**src/rtl/stp_pkg.sv**
```systemverilog
// Shared constants and helpers for the LED shift-chain serialiser.
// Assumes the groups are equal in width and that group 0 holds the
// bits that may be owned by hardware sources.
package stp_pkg;
    localparam int GRP_CNT = 3;
    localparam int GRP_W   = 8;
    localparam int FRAME_W = GRP_CNT * GRP_W;
    localparam int NB_W    = $clog2(FRAME_W + 1);

    localparam logic [4:0] OFS_CTRL_A = 5'h00;
    localparam logic [4:0] OFS_CTRL_B = 5'h04;
    localparam logic [4:0] OFS_DATA0  = 5'h08;
    localparam logic [4:0] OFS_DATA1  = 5'h0C;
    localparam logic [4:0] OFS_ACCESS = 5'h10;

    typedef enum logic [1:0] {SH_IDLE, SH_SHIFT, SH_STORE} sh_state_t;

    // Number of bits to shift: set by the highest enabled group.
    function automatic logic [NB_W-1:0] frame_bits(input logic [GRP_CNT-1:0] en);
        logic [NB_W-1:0] n;
        n = '0;
        for (int g = 0; g < GRP_CNT; g++) begin
            if (en[g]) n = NB_W'((g + 1) * GRP_W);
        end
        return n;
    endfunction
endpackage

```
**src/rtl/stp_regs.sv**
```systemverilog
// Register file and software-request bookkeeping.
// Holds the control, data and access registers. It also tracks the
// self-clearing go bit as "waiting" (not yet launched) plus "in flight".
// Assumes single-cycle writes and a combinational read.
module stp_regs
    import stp_pkg::*;
(
    input  logic                clk,
    input  logic                rst_n,
    input  logic                bus_wr,
    input  logic [4:0]          bus_addr,
    input  logic [31:0]         bus_wdata,
    output logic [31:0]         bus_rdata,
    input  logic                sw_take,
    input  logic                sw_run,
    input  logic                xfer_done,
    output logic                sw_wait,
    output logic                edge_fall,
    output logic [1:0]          dsl_own,
    output logic [2:0]          phy1_own,
    output logic [2:0]          phy2_own,
    output logic [GRP_CNT-1:0]  grp_en,
    output logic [1:0]          rate_sel,
    output logic                auto_en,
    output logic [FRAME_W-1:0]  cpu_data
);
    logic [30:0] ctrl_a_q;
    logic [31:0] ctrl_b_q, data0_q, data1_q, access_q;
    logic        sw_fly;
    logic        go_set;

    assign go_set = bus_wr && (bus_addr == OFS_CTRL_A) && bus_wdata[31];

    // Register storage, written from the bus.
    always_ff @(posedge clk) begin
        if (!rst_n) begin
            ctrl_a_q <= '0;
            ctrl_b_q <= '0;
            data0_q  <= '0;
            data1_q  <= '0;
            access_q <= '0;
        end else if (bus_wr) begin
            case (bus_addr)
                OFS_CTRL_A: ctrl_a_q <= bus_wdata[30:0];
                OFS_CTRL_B: ctrl_b_q <= bus_wdata;
                OFS_DATA0:  data0_q  <= bus_wdata;
                OFS_DATA1:  data1_q  <= bus_wdata;
                OFS_ACCESS: access_q <= bus_wdata;
                default: ;
            endcase
        end
    end

    // Software request: waiting until launched, then in flight until done.
    always_ff @(posedge clk) begin
        if (!rst_n) begin
            sw_wait <= 1'b0;
            sw_fly  <= 1'b0;
        end else begin
            if (go_set)       sw_wait <= 1'b1;
            else if (sw_take) sw_wait <= 1'b0;
            if (sw_run)         sw_fly <= 1'b1;
            else if (xfer_done) sw_fly <= 1'b0;
        end
    end

    // Read multiplexer.
    always_comb begin
        case (bus_addr)
            OFS_CTRL_A: bus_rdata = {sw_wait | sw_fly, ctrl_a_q};
            OFS_CTRL_B: bus_rdata = ctrl_b_q;
            OFS_DATA0:  bus_rdata = data0_q;
            OFS_DATA1:  bus_rdata = data1_q;
            OFS_ACCESS: bus_rdata = access_q;
            default:    bus_rdata = '0;
        endcase
    end

    assign edge_fall = ctrl_a_q[26];
    assign dsl_own   = ctrl_a_q[25:24];
    assign phy1_own  = ctrl_a_q[29:27];
    assign phy2_own  = ctrl_b_q[17:15];
    assign grp_en    = ctrl_b_q[GRP_CNT-1:0];
    assign rate_sel  = ctrl_b_q[24:23];
    assign auto_en   = ctrl_b_q[31];
    assign cpu_data  = data0_q[FRAME_W-1:0];
endmodule

```
**src/rtl/stp_timer.sv**
```systemverilog
// Refresh timer for automatic mode.
// Emits a one-cycle tick every CLK_HZ/f bus cycles, with f taken from
// the rate code. Assumes CLK_HZ is at least 10.
module stp_timer #(
    parameter int CLK_HZ = 1_000_000
) (
    input  logic       clk,
    input  logic       rst_n,
    input  logic       en,
    input  logic [1:0] rate_sel,
    output logic       tick
);
    localparam int LIM_2  = CLK_HZ / 2;
    localparam int LIM_4  = CLK_HZ / 4;
    localparam int LIM_8  = CLK_HZ / 8;
    localparam int LIM_10 = CLK_HZ / 10;
    localparam int CNT_W  = $clog2(LIM_2 + 1);

    logic [CNT_W-1:0] cnt;
    logic [CNT_W-1:0] last;

    // Last count value of the selected period.
    always_comb begin
        case (rate_sel)
            2'd0:    last = CNT_W'(LIM_2 - 1);
            2'd1:    last = CNT_W'(LIM_4 - 1);
            2'd2:    last = CNT_W'(LIM_8 - 1);
            default: last = CNT_W'(LIM_10 - 1);
        endcase
    end

    assign tick = en && (cnt >= last);

    // Free-running period counter, held at zero while disabled.
    always_ff @(posedge clk) begin
        if (!rst_n || !en) cnt <= '0;
        else if (cnt >= last) cnt <= '0;
        else cnt <= cnt + 1'b1;
    end
endmodule

```
**src/rtl/stp_shifter.sv**
```systemverilog
// Shift engine. It loads a frame on start and shifts nbits of it MSB
// first. Each bit lasts 2*SCLK_HALF cycles: the first half at the idle
// clock level, the second half at the active level. A store pulse one
// serial period long follows. Assumes nbits is nonzero on start.
module stp_shifter
    import stp_pkg::*;
#(
    parameter int SCLK_HALF = 4
) (
    input  logic               clk,
    input  logic               rst_n,
    input  logic               start,
    input  logic [FRAME_W-1:0] frame,
    input  logic [NB_W-1:0]    nbits,
    input  logic               edge_fall,
    output logic               idle,
    output logic               done,
    output logic               sclk_o,
    output logic               sdata_o,
    output logic               store_o
);
    localparam int PER   = 2 * SCLK_HALF;
    localparam int CNT_W = (PER > 2) ? $clog2(PER) : 1;
    localparam int IDX_W = $clog2(FRAME_W);

    sh_state_t          state;
    logic [CNT_W-1:0]   cnt;
    logic [IDX_W-1:0]   idx;
    logic [FRAME_W-1:0] frame_q;
    logic               per_end;

    assign per_end = (cnt == CNT_W'(PER - 1));

    // Sequencer: idle, shift each bit, then hold the store strobe.
    always_ff @(posedge clk) begin
        if (!rst_n) begin
            state   <= SH_IDLE;
            cnt     <= '0;
            idx     <= '0;
            frame_q <= '0;
        end else begin
            case (state)
                SH_IDLE: if (start) begin
                    frame_q <= frame;
                    idx     <= IDX_W'(nbits - 1'b1);
                    cnt     <= '0;
                    state   <= SH_SHIFT;
                end
                SH_SHIFT: begin
                    cnt <= per_end ? '0 : cnt + 1'b1;
                    if (per_end) begin
                        if (idx == '0) state <= SH_STORE;
                        else           idx   <= idx - 1'b1;
                    end
                end
                SH_STORE: begin
                    cnt <= per_end ? '0 : cnt + 1'b1;
                    if (per_end) state <= SH_IDLE;
                end
                default: state <= SH_IDLE;
            endcase
        end
    end

    assign idle    = (state == SH_IDLE);
    assign done    = (state == SH_STORE) && per_end;
    assign store_o = (state == SH_STORE);
    assign sdata_o = (state == SH_SHIFT) ? frame_q[idx] : 1'b0;
    assign sclk_o  = ((state == SH_SHIFT) && (cnt >= CNT_W'(SCLK_HALF))) ? ~edge_fall : edge_fall;
endmodule

```
**src/rtl/stp_led_ctrl.sv**
```systemverilog
// Top of the LED shift-chain serialiser. Merges hardware-owned status
// bits into group 0 of the frame and arbitrates software and timer
// starts; software wins. A timer tick that lands while the engine is
// busy is dropped.
module stp_led_ctrl
    import stp_pkg::*;
#(
    parameter int CLK_HZ    = 1_000_000,
    parameter int SCLK_HALF = 4
) (
    input  logic        clk,
    input  logic        rst_n,
    input  logic        bus_wr,
    input  logic [4:0]  bus_addr,
    input  logic [31:0] bus_wdata,
    output logic [31:0] bus_rdata,
    input  logic [1:0]  dsl_led_i,
    input  logic [2:0]  phy1_led_i,
    input  logic [2:0]  phy2_led_i,
    output logic        sclk_o,
    output logic        sdata_o,
    output logic        store_o
);
    logic               sw_wait, sw_take, sw_run, xfer_done, sh_idle, sh_start;
    logic               edge_fall, auto_en, tick, busy;
    logic [1:0]         dsl_own, rate_sel;
    logic [2:0]         phy1_own, phy2_own;
    logic [GRP_CNT-1:0] grp_en;
    logic [FRAME_W-1:0] cpu_data, frame;
    logic [GRP_W-1:0]   own_mask, hw_bits, low_bits;
    logic [NB_W-1:0]    nbits;

    stp_regs regs_i (
        .clk(clk), .rst_n(rst_n), .bus_wr(bus_wr), .bus_addr(bus_addr),
        .bus_wdata(bus_wdata), .bus_rdata(bus_rdata), .sw_take(sw_take),
        .sw_run(sw_run), .xfer_done(xfer_done), .sw_wait(sw_wait),
        .edge_fall(edge_fall), .dsl_own(dsl_own), .phy1_own(phy1_own),
        .phy2_own(phy2_own), .grp_en(grp_en), .rate_sel(rate_sel),
        .auto_en(auto_en), .cpu_data(cpu_data)
    );

    stp_timer #(.CLK_HZ(CLK_HZ)) timer_i (
        .clk(clk), .rst_n(rst_n), .en(auto_en), .rate_sel(rate_sel), .tick(tick)
    );

    assign own_mask = {phy2_own, phy1_own, dsl_own};
    assign hw_bits  = {phy2_led_i, phy1_led_i, dsl_led_i};

    // Per-bit source select for the hardware-ownable group.
    for (genvar b = 0; b < GRP_W; b++) begin : g_own_mux
        assign low_bits[b] = own_mask[b] ? hw_bits[b] : cpu_data[b];
    end
    assign frame = {cpu_data[FRAME_W-1:GRP_W], low_bits};

    assign nbits    = frame_bits(grp_en);
    assign sw_take  = sh_idle && sw_wait;
    assign sw_run   = sw_take && (nbits != '0);
    assign sh_start = sh_idle && (sw_wait || tick) && (nbits != '0);
    assign busy     = !sh_idle;

    stp_shifter #(.SCLK_HALF(SCLK_HALF)) shifter_i (
        .clk(clk), .rst_n(rst_n), .start(sh_start), .frame(frame),
        .nbits(nbits), .edge_fall(edge_fall), .idle(sh_idle),
        .done(xfer_done), .sclk_o(sclk_o), .sdata_o(sdata_o), .store_o(store_o)
    );
endmodule

```
**config.mk**
```make
export PLATFORM = sky130hd
export DESIGN_NAME = stp_led_ctrl
export DESIGN_NICKNAME = d
export VERILOG_FILES = /design/src/rtl/stp_pkg.sv /design/src/rtl/stp_regs.sv /design/src/rtl/stp_timer.sv /design/src/rtl/stp_shifter.sv /design/src/rtl/stp_led_ctrl.sv
export SDC_FILE = /design/constraint.sdc
export NUM_CORES = 1
export LEC_CHECK = 0
export ABC_AREA = 1
export BUFFER_PORTS_ARGS = -buffer_cell sky130_fd_sc_hd__buf_2
export CORE_MARGIN = 4
export CORE_UTILIZATION = 58
export DETAILED_ROUTE_END_ITERATION = 7
export GPL_TIMING_DRIVEN = 0
export PLACE_DENSITY_LB_ADDON = 0.3
export SYNTH_ARGS = -nofsm -noshare
export SYNTH_HDL_FRONTEND = slang
export SYNTH_SLANG_ARGS = --single-unit
```
**constraint.sdc**
```tcl
create_clock -name clk -period 2.6 [get_ports clk]
set_input_delay 0.52 -clock clk [delete_from_list [all_inputs] [get_ports clk]]
set_output_delay 0.52 -clock clk [all_outputs]
set_load 0.02 [all_outputs]
```
==> reports/metrics.cfg <==
[logic_synthesis]
synthAdderAreaFrac_pct = 3.34
postSynthAreaPerCell_um2 = 7.36
syn-instance-count = 1323
synth.area.mux_share_pct = 0.116
synth.cell_area_um2 = 9730
synth_fp_nets = 1397
synth_compound_area_share_pct = 21.9
synth_top_family_by_area = compound AO/OA/AOI/OAI gates
yosys.area_share.simple_pct = 21.6
yosysUniqueCellTypes = 45
yosysWarnings = 0
synth_xor_area_share_pct = 0.810
ys_seq_area_share_pct = 44.0
ys_ff_latch = 214

[placed_design]
portBuffers = 80
hpwlAfterDp_mm = 21.0
dp.cells = 1623
globalplace.congestion = 0.902
pre_cts_ws_ns = -0.305
postPlaceCellArea_um2 = 10400

[detailed_routing]
wl_per_cell_um = 17.8
finalWirelength_mm = 29.6
firstDrtPassIters = 6
routed-via-count = 9581
viasPerCell = 5.76
dr.first_iter.drc_count = 1043
remaining_drc_errors = 0
drtAntennaViolNets = 0

[worst_setup_path]
path_buf_inv = 5
reg2reg_setup_slack_ns = 0.23
r2r-start = regs_i.ctrl_b_q[23]$_SDFFE_PN0P_
regToRegEndpoint = shifter_i.frame_q[19]$_SDFFE_PN0P_
critical_path_class = input pin to output port
crit_start = bus_addr[2]
critPathLaunchType = input pin
slowest_stage = a221oi_1
critPathMaxFanout = 10
end_kind = output port
ff2ff_path_depth = 16
crit_family = buffers and inverters
worst_path_most_repeated_cell = buf_2
cpPeakStageDelay_ns = 0.47
crit_path_end = bus_rdata[0]
worstPathCellList = buf_2, inv_1, nor2_1, nand3_1, inv_1, buf_2, a221oi_1, o21ai_2, buf_2
crit_cells = 9
crit_required_ns = 2.08
worstPathArrival_ns = 2.08

[clock_tree]
clock_latency_ns = 0.50
clk_pin_slew_ns = 0.06
cts_tree = done
root_buffer = clkbuf_16
cts.htree.levels = 1
cts-buffers-inserted = 23
cts.sinks = 214
clockBufferDepth = 3

[floorplan]
die_y_um = 138
core_um2 = 16500
io_pins = 83
start_util_pct = 58.9
die_area_um2 = 18900
rows = 47
die_w_um = 138

[hold_path]
holdPathStages = 3
hold_class = input pin to flip-flop

[global_route]
gr-total-overflow = 0
grt_pass1_vias = 8948
grtUsageTotal_pct = 31.1
antenna_found_initial = 1
grt_pass1_wl_mm = 46.2
grt_max_degree = 14

[power]
vdd_drop_max_uv = 528
power.leakage_nw = 4.65
power_density_nw_per_um2 = 689
total_power_mw = 7.76

[cells_and_area]
final_cells = 1663
fin_nets = 1502
area_delta_synth_final_pct = 15.6
layout-drive-gt1-share_pct = 14.4
n_antenna_cell = 0
fin_area_um2 = 11300
fillCellCount = 1358
final_core_utilization_pct = 68.1

[timing]
hold_viol = 0
rsz0062_at_grt = true
layout_min_cycle_time_ns = 2.60
setup_viol = 0
max_freq_ghz = 0.385
holdWs_ns = 0.307
fin_ws_ns = 0.00403
tightest_slew_ns = 0.760
fin_skew_ns = 0.00841
min_period_over_period_pct = 99.8
setup_tns_ns = 0
relSlewSlack_pct = 49.3
drv_slew = 0

[run_status]
status = finished, final reports clean

[run]
drv_cap = 0

## synth_stat cells (all sizes together)
master	number	area share [%]
a21boi	1	0.077
a21oi	120	6.4
a221oi	29	2.6
a22oi	1	0.13
buf	25	1.7
clkbuf	54	2.1
clkinv	1	0.039
dfxtp	214	44
ha	26	3.3
inv	114	4.4
mux2	1	0.12
nand2	175	7.2
nand3	41	2.3
nand3b	1	0.21
nand4	6	0.39
nor2	244	9.8
nor3	8	0.46
nor3b	3	0.35
nor4	2	0.35
o211ai	3	0.23
o21ai	228	12
o221ai	1	0.090
o22ai	9	0.58
or2	7	0.45
xnor2	5	0.45
xor2	4	0.36
## placed cells by master, fill, tap and decap left out, types with 4 or more instances in the layout
master,instances
a21oi_1,113
a21oi_2,7
a221oi_1,28
buf_2,99
buf_4,6
buf_6,7
clkbuf_1,46
clkbuf_16,23
clkbuf_2,4
clkbuf_8,8
dfxtp_1,211
ha_1,25
inv_1,101
inv_2,12
nand2_1,168
nand2_2,4
nand3_1,38
nand4_1,6
nor2_1,235
nor2_2,5
nor2_4,4
nor3_1,7
o21ai_0,182
o21ai_1,44
o22ai_1,9
xnor2_1,5
xor2_1,4
## logic make-up after synthesis
logic type | after synthesis
simple gates | 487
compound gates | 392
flops | 214
buf+inv | 194
fa+ha+maj | 26
xor+xnor | 9
mux | 1
## per-layer routing
layer	vias to the layer above	routed length, um	global-route usage (%)	share of wire [%]
li1	4595	-	-	-
met1	4370	12100	41.5	41
met2	518	13300	50.4	45
met3	96	2960	4.75	10
met4	2	1180	13.1	4.0
met5	-	13	0	0.044
## timing repair
item / 4_1_cts / 5_1_grt
hold buffers: 0 / 0
setup buffers: 1 / 1
gates resized for setup: 19 / 23
endpoints found under the setup margin: 33 / 68
pin swaps: 1 / 1
## worst min path at each step
stage                                      from                               end  slack, ns
2_1_floorplan  regs_i.ctrl_b_q[27]$_SDFFE_PN0P_  regs_i.ctrl_b_q[27]$_SDFFE_PN0P_       0.42
3_3_place_gp   regs_i.ctrl_b_q[28]$_SDFFE_PN0P_  regs_i.ctrl_b_q[28]$_SDFFE_PN0P_       0.43
3_5_place_dp    regs_i.data0_q[27]$_SDFFE_PN0P_   regs_i.data0_q[27]$_SDFFE_PN0P_       0.44
4_1_cts                           bus_wdata[16]  regs_i.ctrl_a_q[16]$_SDFFE_PN0P_       0.30
5_1_grt                            bus_wdata[8]    regs_i.data1_q[8]$_SDFFE_PN0P_       0.32
6_report                          bus_wdata[27]   regs_i.data1_q[27]$_SDFFE_PN0P_       0.31
## flip-flops by register name (all words and copies together), names as in the netlist
register	flops
regs_i.access_q	32
regs_i.ctrl_b_q	32
regs_i.data0_q	32
regs_i.data1_q	32
regs_i.ctrl_a_q	31
shifter_i.frame_q	24
timer_i.cnt	19
shifter_i.idx	5
shifter_i.cnt	3
shifter_i.state	2
regs_i.sw_fly	1
regs_i.sw_wait	1
## area by class of cell
type	instances	area (um2)	share of cell area, %
repair buffers	82	415	3.69
clock buffers	37	708	6.29
plain buffers	77	393	3.49
clock inverters	3	68.8	0.612
flip-flops and latches	214	4290	38.1
well taps	220	275	2.45
inverters	115	434	3.86
multi-input cells	915	4670	41.5
## report_power, final
| part | internal [mW] | switching, mW |
|---|---|---|
| clock | 2.05 | 1.32 |
| combinational | 0.333 | 0.616 |
| sequential | 3.36 | 0.0730 |
| total | 5.75 | 2.01 |
## tightest hold or removal path: stages
cell and delay, ns:
buf_2 0.12, nor2_1 0.05, nor2_1 0.08
No activity file was read; power rests on OpenSTA's default activity.
